--- config.mk ---
export PLATFORM = sky130hd
export DESIGN_NAME = ahb_replay_master
export DESIGN_NICKNAME = d
export VERILOG_FILES = /design/src/rtl/ahbrm_pkg.sv /design/src/rtl/ahbrm_resp_class.sv /design/src/rtl/ahbrm_split_park.sv /design/src/rtl/ahbrm_err_log.sv /design/src/rtl/ahb_replay_master.sv
export SDC_FILE = /design/constraint.sdc
export NUM_CORES = 1
export LEC_CHECK = 0
export ABC_CLOCK_PERIOD_IN_PS = 4600
export BUFFER_PORTS_ARGS = -buffer_cell sky130_fd_sc_hd__buf_2
export CAP_MARGIN = 20
export CORE_MARGIN = 5
export CORE_UTILIZATION = 25
export CTS_CLUSTER_DIAMETER = 150
export DETAILED_ROUTE_END_ITERATION = 8
export SETUP_SLACK_MARGIN = 0.15
export SLEW_MARGIN = 0
export SYNTH_ARGS = -nofsm -noshare
export SYNTH_HDL_FRONTEND = slang
export SYNTH_HIERARCHICAL = 1
export SYNTH_SLANG_ARGS = --single-unit
--- constraint.sdc ---
create_clock -name clk -period 4.6 [get_ports clk]
set_clock_uncertainty 0.15 [all_clocks]
set_input_delay 0.92 -clock clk [delete_from_list [all_inputs] [get_ports clk]]
set_output_delay 0.92 -clock clk [all_outputs]
set_load 0.1 [all_outputs]
--- src/rtl/ahbrm_pkg.sv ---
package ahbrm_pkg;
  typedef enum logic [1:0] {
    TR_IDLE   = 2'b00,
    TR_BUSY   = 2'b01,
    TR_NONSEQ = 2'b10,
    TR_SEQ    = 2'b11
  } trans_e;

  typedef enum logic [1:0] {
    RS_OKAY  = 2'b00,
    RS_ERROR = 2'b01,
    RS_RETRY = 2'b10,
    RS_SPLIT = 2'b11
  } resp_e;
endpackage

--- src/rtl/ahbrm_resp_class.sv ---
module ahbrm_resp_class
  import ahbrm_pkg::*;
(
  input  logic       d_valid,
  input  logic       hready,
  input  logic [1:0] hresp,
  output logic       first_replay,
  output logic       first_split,
  output logic       first_err,
  output logic       end_ok,
  output logic       end_err
);
  // Splits the slave's answer into the first (ready low) and the
  // final (ready high) cycle of a data phase.
  always_comb begin
    first_replay = 1'b0;
    first_split  = 1'b0;
    first_err    = 1'b0;
    end_ok       = 1'b0;
    end_err      = 1'b0;
    if (d_valid) begin
      if (!hready) begin
        first_replay = (hresp == RS_RETRY) || (hresp == RS_SPLIT);
        first_split  = (hresp == RS_SPLIT);
        first_err    = (hresp == RS_ERROR);
      end else begin
        end_ok  = (hresp == RS_OKAY);
        end_err = (hresp == RS_ERROR);
      end
    end
  end
endmodule

--- src/rtl/ahbrm_split_park.sv ---
module ahbrm_split_park (
  input  logic clk,
  input  logic rst_n,
  input  logic park_set,
  input  logic issued,
  input  logic grant,
  output logic go_ok
);
  logic parked_q, parked_n;
  logic low_q, low_n;

  always_comb begin
    parked_n = parked_q;
    low_n    = low_q;
    if (park_set) begin
      parked_n = 1'b1;
      low_n    = 1'b0;
    end else if (issued) begin
      parked_n = 1'b0;
      low_n    = 1'b0;
    end else if (parked_q && !grant) begin
      low_n = 1'b1;
    end
  end

  always_ff @(posedge clk or negedge rst_n) begin
    if (!rst_n) begin
      parked_q <= 1'b0;
      low_q    <= 1'b0;
    end else begin
      parked_q <= parked_n;
      low_q    <= low_n;
    end
  end

  // Parked masters wait for the bus to be taken away and given back.
  assign go_ok = !parked_q || (low_q && grant);
endmodule

--- src/rtl/ahbrm_err_log.sv ---
module ahbrm_err_log #(
  parameter int AW = 32
) (
  input  logic          clk,
  input  logic          rst_n,
  input  logic          set,
  input  logic [AW-1:0] set_addr,
  input  logic          clear,
  output logic          flag,
  output logic [AW-1:0] addr
);
  logic          flag_q, flag_n;
  logic [AW-1:0] addr_q, addr_n;

  always_comb begin
    flag_n = flag_q;
    addr_n = addr_q;
    if (set) begin
      flag_n = 1'b1;
      if (!flag_q || clear) addr_n = set_addr;
    end else if (clear) begin
      flag_n = 1'b0;
    end
  end

  always_ff @(posedge clk or negedge rst_n) begin
    if (!rst_n) begin
      flag_q <= 1'b0;
      addr_q <= '0;
    end else begin
      flag_q <= flag_n;
      addr_q <= addr_n;
    end
  end

  assign flag = flag_q;
  assign addr = addr_q;
endmodule

--- src/rtl/ahb_replay_master.sv ---
module ahb_replay_master
  import ahbrm_pkg::*;
#(
  parameter int AW = 32,
  parameter int LW = 5
) (
  input  logic          clk,
  input  logic          rst_n,
  input  logic          start,
  input  logic [LW-1:0] burst_len,
  input  logic [AW-1:0] base_addr,
  input  logic          abandon_on_err,
  input  logic          grant,
  input  logic          hready,
  input  logic [1:0]    hresp,
  input  logic          err_clear,
  output logic [1:0]    htrans,
  output logic [AW-1:0] haddr,
  output logic          done,
  output logic          err_flag,
  output logic [AW-1:0] err_addr
);
  localparam logic [LW-1:0] ONE = LW'(1);

  logic [1:0] rsync_q;
  logic       srst_n;

  always_ff @(posedge clk or negedge rst_n) begin
    if (!rst_n) rsync_q <= 2'b00;
    else        rsync_q <= {rsync_q[0], 1'b1};
  end
  assign srst_n = rsync_q[1];

  // run state
  logic          running_q, running_n;
  logic [LW-1:0] len_q, len_n;
  logic [AW-1:0] base_q, base_n;
  logic          abandon_q, abandon_n;
  logic [LW-1:0] nb_q, nb_n;
  // address phase
  logic [1:0]    htrans_q, htrans_n;
  logic [AW-1:0] haddr_q, haddr_n;
  logic [LW-1:0] a_beat_q, a_beat_n;
  // data phase
  logic          d_valid_q, d_valid_n;
  logic [LW-1:0] d_beat_q, d_beat_n;
  logic [AW-1:0] d_addr_q, d_addr_n;
  logic          done_q, done_n;

  logic first_replay, first_split, first_err, end_ok, end_err;
  logic cancel, can_issue, issue_fire, go_ok, last_beat;

  ahbrm_resp_class u_cls (
    .d_valid     (d_valid_q),
    .hready      (hready),
    .hresp       (hresp),
    .first_replay(first_replay),
    .first_split (first_split),
    .first_err   (first_err),
    .end_ok      (end_ok),
    .end_err     (end_err)
  );

  ahbrm_split_park u_park (
    .clk     (clk),
    .rst_n   (srst_n),
    .park_set(first_split),
    .issued  (issue_fire),
    .grant   (grant),
    .go_ok   (go_ok)
  );

  ahbrm_err_log #(.AW(AW)) u_elog (
    .clk     (clk),
    .rst_n   (srst_n),
    .set     (first_err),
    .set_addr(d_addr_q),
    .clear   (err_clear),
    .flag    (err_flag),
    .addr    (err_addr)
  );

  assign cancel     = first_replay || (first_err && abandon_q);
  assign can_issue  = running_q && (nb_q < len_q) && grant && go_ok;
  assign issue_fire = hready && !cancel && can_issue;
  assign last_beat  = (d_beat_q == len_q - ONE);

  always_comb begin
    running_n = running_q;
    len_n     = len_q;
    base_n    = base_q;
    abandon_n = abandon_q;
    nb_n      = nb_q;
    htrans_n  = htrans_q;
    haddr_n   = haddr_q;
    a_beat_n  = a_beat_q;
    d_valid_n = d_valid_q;
    d_beat_n  = d_beat_q;
    d_addr_n  = d_addr_q;
    done_n    = 1'b0;

    if (cancel) begin
      // withdraw the pipelined address during the two-cycle response
      htrans_n = TR_IDLE;
      if (first_replay) nb_n = d_beat_q;
      else              running_n = 1'b0;
    end else if (hready) begin
      d_valid_n = (htrans_q != TR_IDLE);
      d_beat_n  = a_beat_q;
      d_addr_n  = haddr_q;
      if (can_issue) begin
        htrans_n = (htrans_q != TR_IDLE) ? TR_SEQ : TR_NONSEQ;
        haddr_n  = base_q + AW'({nb_q, 2'b00});
        a_beat_n = nb_q;
        nb_n     = nb_q + ONE;
      end else begin
        htrans_n = TR_IDLE;
      end
      if ((end_ok && last_beat) || (end_err && (abandon_q || last_beat))) begin
        done_n    = 1'b1;
        running_n = 1'b0;
      end
    end

    if (start && !running_q && (burst_len != '0)) begin
      running_n = 1'b1;
      len_n     = burst_len;
      base_n    = base_addr;
      abandon_n = abandon_on_err;
      nb_n      = '0;
    end
  end

  always_ff @(posedge clk or negedge srst_n) begin
    if (!srst_n) begin
      running_q <= 1'b0;
      len_q     <= '0;
      base_q    <= '0;
      abandon_q <= 1'b0;
      nb_q      <= '0;
      htrans_q  <= TR_IDLE;
      haddr_q   <= '0;
      a_beat_q  <= '0;
      d_valid_q <= 1'b0;
      d_beat_q  <= '0;
      d_addr_q  <= '0;
      done_q    <= 1'b0;
    end else begin
      running_q <= running_n;
      len_q     <= len_n;
      base_q    <= base_n;
      abandon_q <= abandon_n;
      nb_q      <= nb_n;
      htrans_q  <= htrans_n;
      haddr_q   <= haddr_n;
      a_beat_q  <= a_beat_n;
      d_valid_q <= d_valid_n;
      d_beat_q  <= d_beat_n;
      d_addr_q  <= d_addr_n;
      done_q    <= done_n;
    end
  end

  assign htrans = htrans_q;
  assign haddr  = haddr_q;
  assign done   = done_q;
endmodule

==> impl_results.md <==
* Worst-Skew Late Latency at 0.43 ns
* Initial antenna violation count at 0
* Fmax at 364 MHz
* Gate count after technology mapping at 634
* Synthesized Nets at 692
* Gr usage total at 10.8%
* Max_slew headroom at 33.0%
* Most frequent cells after synthesis: dfrtp_1, nand2_1, mux2_2
* GRT overflow at 0
* Final #Nets at 799
* Ports at 114
* Drc violations at 0
* GP Congestion at 0.826
* Clock buffer depth at 2
* CTS tree: done
* Setup TNS at 0 ns
* Largest net degree at the start of global routing at 80
* Minimum clock period at 2.75 ns
* Worst Tran Pin Value at 1.00 ns
* Post-Route WL at 17.1 mm
* Critical path's slowest cell: dfrtp_1
* Pins Over Slew Limit at 0
* CP Launch Type: flip-flop
* Area grow syn2layout at 20.9%
* Core box area at 0.0289 mm^2
* Fin util at 30.7%
* Die height at 181 um
* Worst R2R Setup Slack at 1.85 ns
* Area leader, netlist: dfrtp_1
* I/O Buffers at 113
* Yosys reg bits at 159
* Initial drt markers at 313
* Critical path's top delay family: adder cells
* Crit path cell chain: ha_1 > inv_1 > fa_1 > nor2b_1 > o31a_1 > o2111ai_1 > xnor2_1 > mux2_1
* Synth cell types at 61
* Met2 Routed Length at 7.58 mm
* Drt first pass iters at 4
* WP data required at 4.76 ns
* Cts bufs inserted at 17
* Avg WL per Cell at 15.0 um
* RSZ-0062 raised after global routing: false
* Hold Buf Count CTS at 0
* Uppermost layer routed: met4
* Vias/cell at 4.29
* EDFF count, synth at 0
* DIE AREA at 0.0328 mm^2
* Sequential cell area fraction in the yosys report at 54.3%
* Met1 Routed Length at 8.56 mm
* Filler cells at 2995
* Ys async rst share at 100%
* Final ANT Viol Nets at 0
* Setup repair bufs after CTS at 0
* Clock sink count at 159
* Layout cells sized above 1 at 32.1%
* DR vias at 4878
* N_diodes at 0
* Yosys top cell area share at 54.3%
* First-pass GRT wire length at 28.3 mm
* Count leader, synth: dfrtp_1
* Vias in the first global route at 5013
* FP Rows at 62
* Maxcap violations at 0
* Crit share post-route at 59.7%
* Mapped Area at 0.00733 mm^2
* Initial Util at 25.4%
* Buffers & Inverters on Critical Path at 1
* Reg clk slew, reported paths at 0.06 ns
* CTS resizes at 0
* Critical path type: flip-flop to flip-flop
* Main flop type after synthesis: dfrtp_1
* Htree depth at 4
* Fin. Hold Viols at 0
* Hold Crit Class: flip-flop to asynchronous set/reset pin
* Critical Path End Type: flip-flop
* Crit path DAT at 2.90 ns
* Die X at 181 um
* Max incr delay on CP at 0.46 ns
* CTS root buffer: clkbuf_16
* Syn avg cell area at 11.6 um^2
* Critical Path Fanout Max at 13
* Hold WS at 0.00815 ns
* Largest cells by area after synthesis: dfrtp_1, nand2_1, mux2_4, mux2_2, xnor2_1
* Status: finished clean
* # setup viols final at 0
* Met3 WL post-DR at 530 um
* Dpl hpwl at 12.8 mm
* YS warnings at 6
[kinds of logic (layout without fill, tap and decap cells)]
group | count (synthesis) | in the layout | synth area share (%)
fa+ha+maj | 12 | 12 | 2.15
other cells | 1 | 1 | 0.0512
xor+xnor | 32 | 32 | 3.82
buf+inv | 45 | 165 | 3.28
simple gates | 202 | 202 | 13.0
mux | 77 | 77 | 13.4
compound gates | 106 | 106 | 10.1
flops | 159 | 159 | 54.3
[flip-flops by register name (all words and copies together) (netlist names)]
| name | cells |
|---|---|
| u_park/low_q | 1 |
| u_elog/addr | 32 |
| u_park/parked_q | 1 |
| htrans | 2 |
| nb_q | 5 |
| abandon_q | 1 |
| d_valid_q | 1 |
| done | 1 |
| d_addr_q | 32 |
| haddr | 32 |
| running_q | 1 |
| base_q | 32 |
| u_elog/flag | 1 |
| d_beat_q | 5 |
| rsync_q | 2 |
| len_q | 5 |
| a_beat_q | 5 |
[worst paths after layout]
path / startpoint / to / cells past startpoint
setup / recovery: nb_q[0]$_DFFE_PN0P_ / haddr[28]$_DFFE_PN0P_ / 8
hold / removal: rsync_q[1]$_DFF_PN0_ / base_q[12]$_DFFE_PN0P_ / 0
min in group clk: rsync_q[0]$_DFF_PN0_ / rsync_q[1]$_DFF_PN0_ / 0
hold reg to reg: rsync_q[1]$_DFF_PN0_ / base_q[12]$_DFFE_PN0P_ / 0
max in group asynchronous: rsync_q[1]$_DFF_PN0_ / u_park/parked_q$_DFFE_PN0P_ / 2
setup reg to reg: nb_q[0]$_DFFE_PN0P_ / haddr[28]$_DFFE_PN0P_ / 8
[final cells by class]
| class | count | area (um^2) | share of cell area, % |
|---|---|---|---|
| timing repair buffer | 118 | 636 | 7.17 |
| clock buffer | 18 | 429 | 4.84 |
| tap | 384 | 480 | 5.42 |
| inverter | 15 | 56.3 | 0.635 |
| sequential | 159 | 3980 | 44.9 |
| clock inverter | 14 | 159 | 1.79 |
| multi-input combinational | 430 | 3120 | 35.2 |
[placed cells by master (no fill, tap or decap), types with 9 or more instances in the layout]
| master | Yosys | routed |
|---|---|---|
| a211oi_1 | 9 | 9 |
| a21oi_1 | 10 | 10 |
| buf_2 | 15 | 113 |
| clkbuf_16 | 0 | 17 |
| dfrtp_1 | 159 | 158 |
| ha_1 | 11 | 11 |
| inv_1 | 14 | 14 |
| mux2_2 | 39 | 39 |
| mux2_4 | 30 | 30 |
| nand2_1 | 146 | 145 |
| o21ai_0 | 26 | 26 |
| o21ai_1 | 20 | 19 |
| xnor2_1 | 21 | 21 |
| xor2_1 | 11 | 11 |
[stage by stage]
step	setup slack [ns]	area (um^2)	std cells
after floorplan	1.82	7330	634
after global placement	1.49	8250	1105
after detailed placement	1.44	8250	1105
after CTS	1.84	8830	1137
after global routing	1.66	8860	1138
final	1.85	8860	1138
[routing by layer]
metal  vias up  track usage, %
met5         -               0
met4         0            4.29
met3        23            2.49
met2        93            16.0
met1      2351            15.2
li1       2411               -
Power is not shown: default switching activity piles up to over one toggle a cycle in this logic, so the estimate is an artifact.
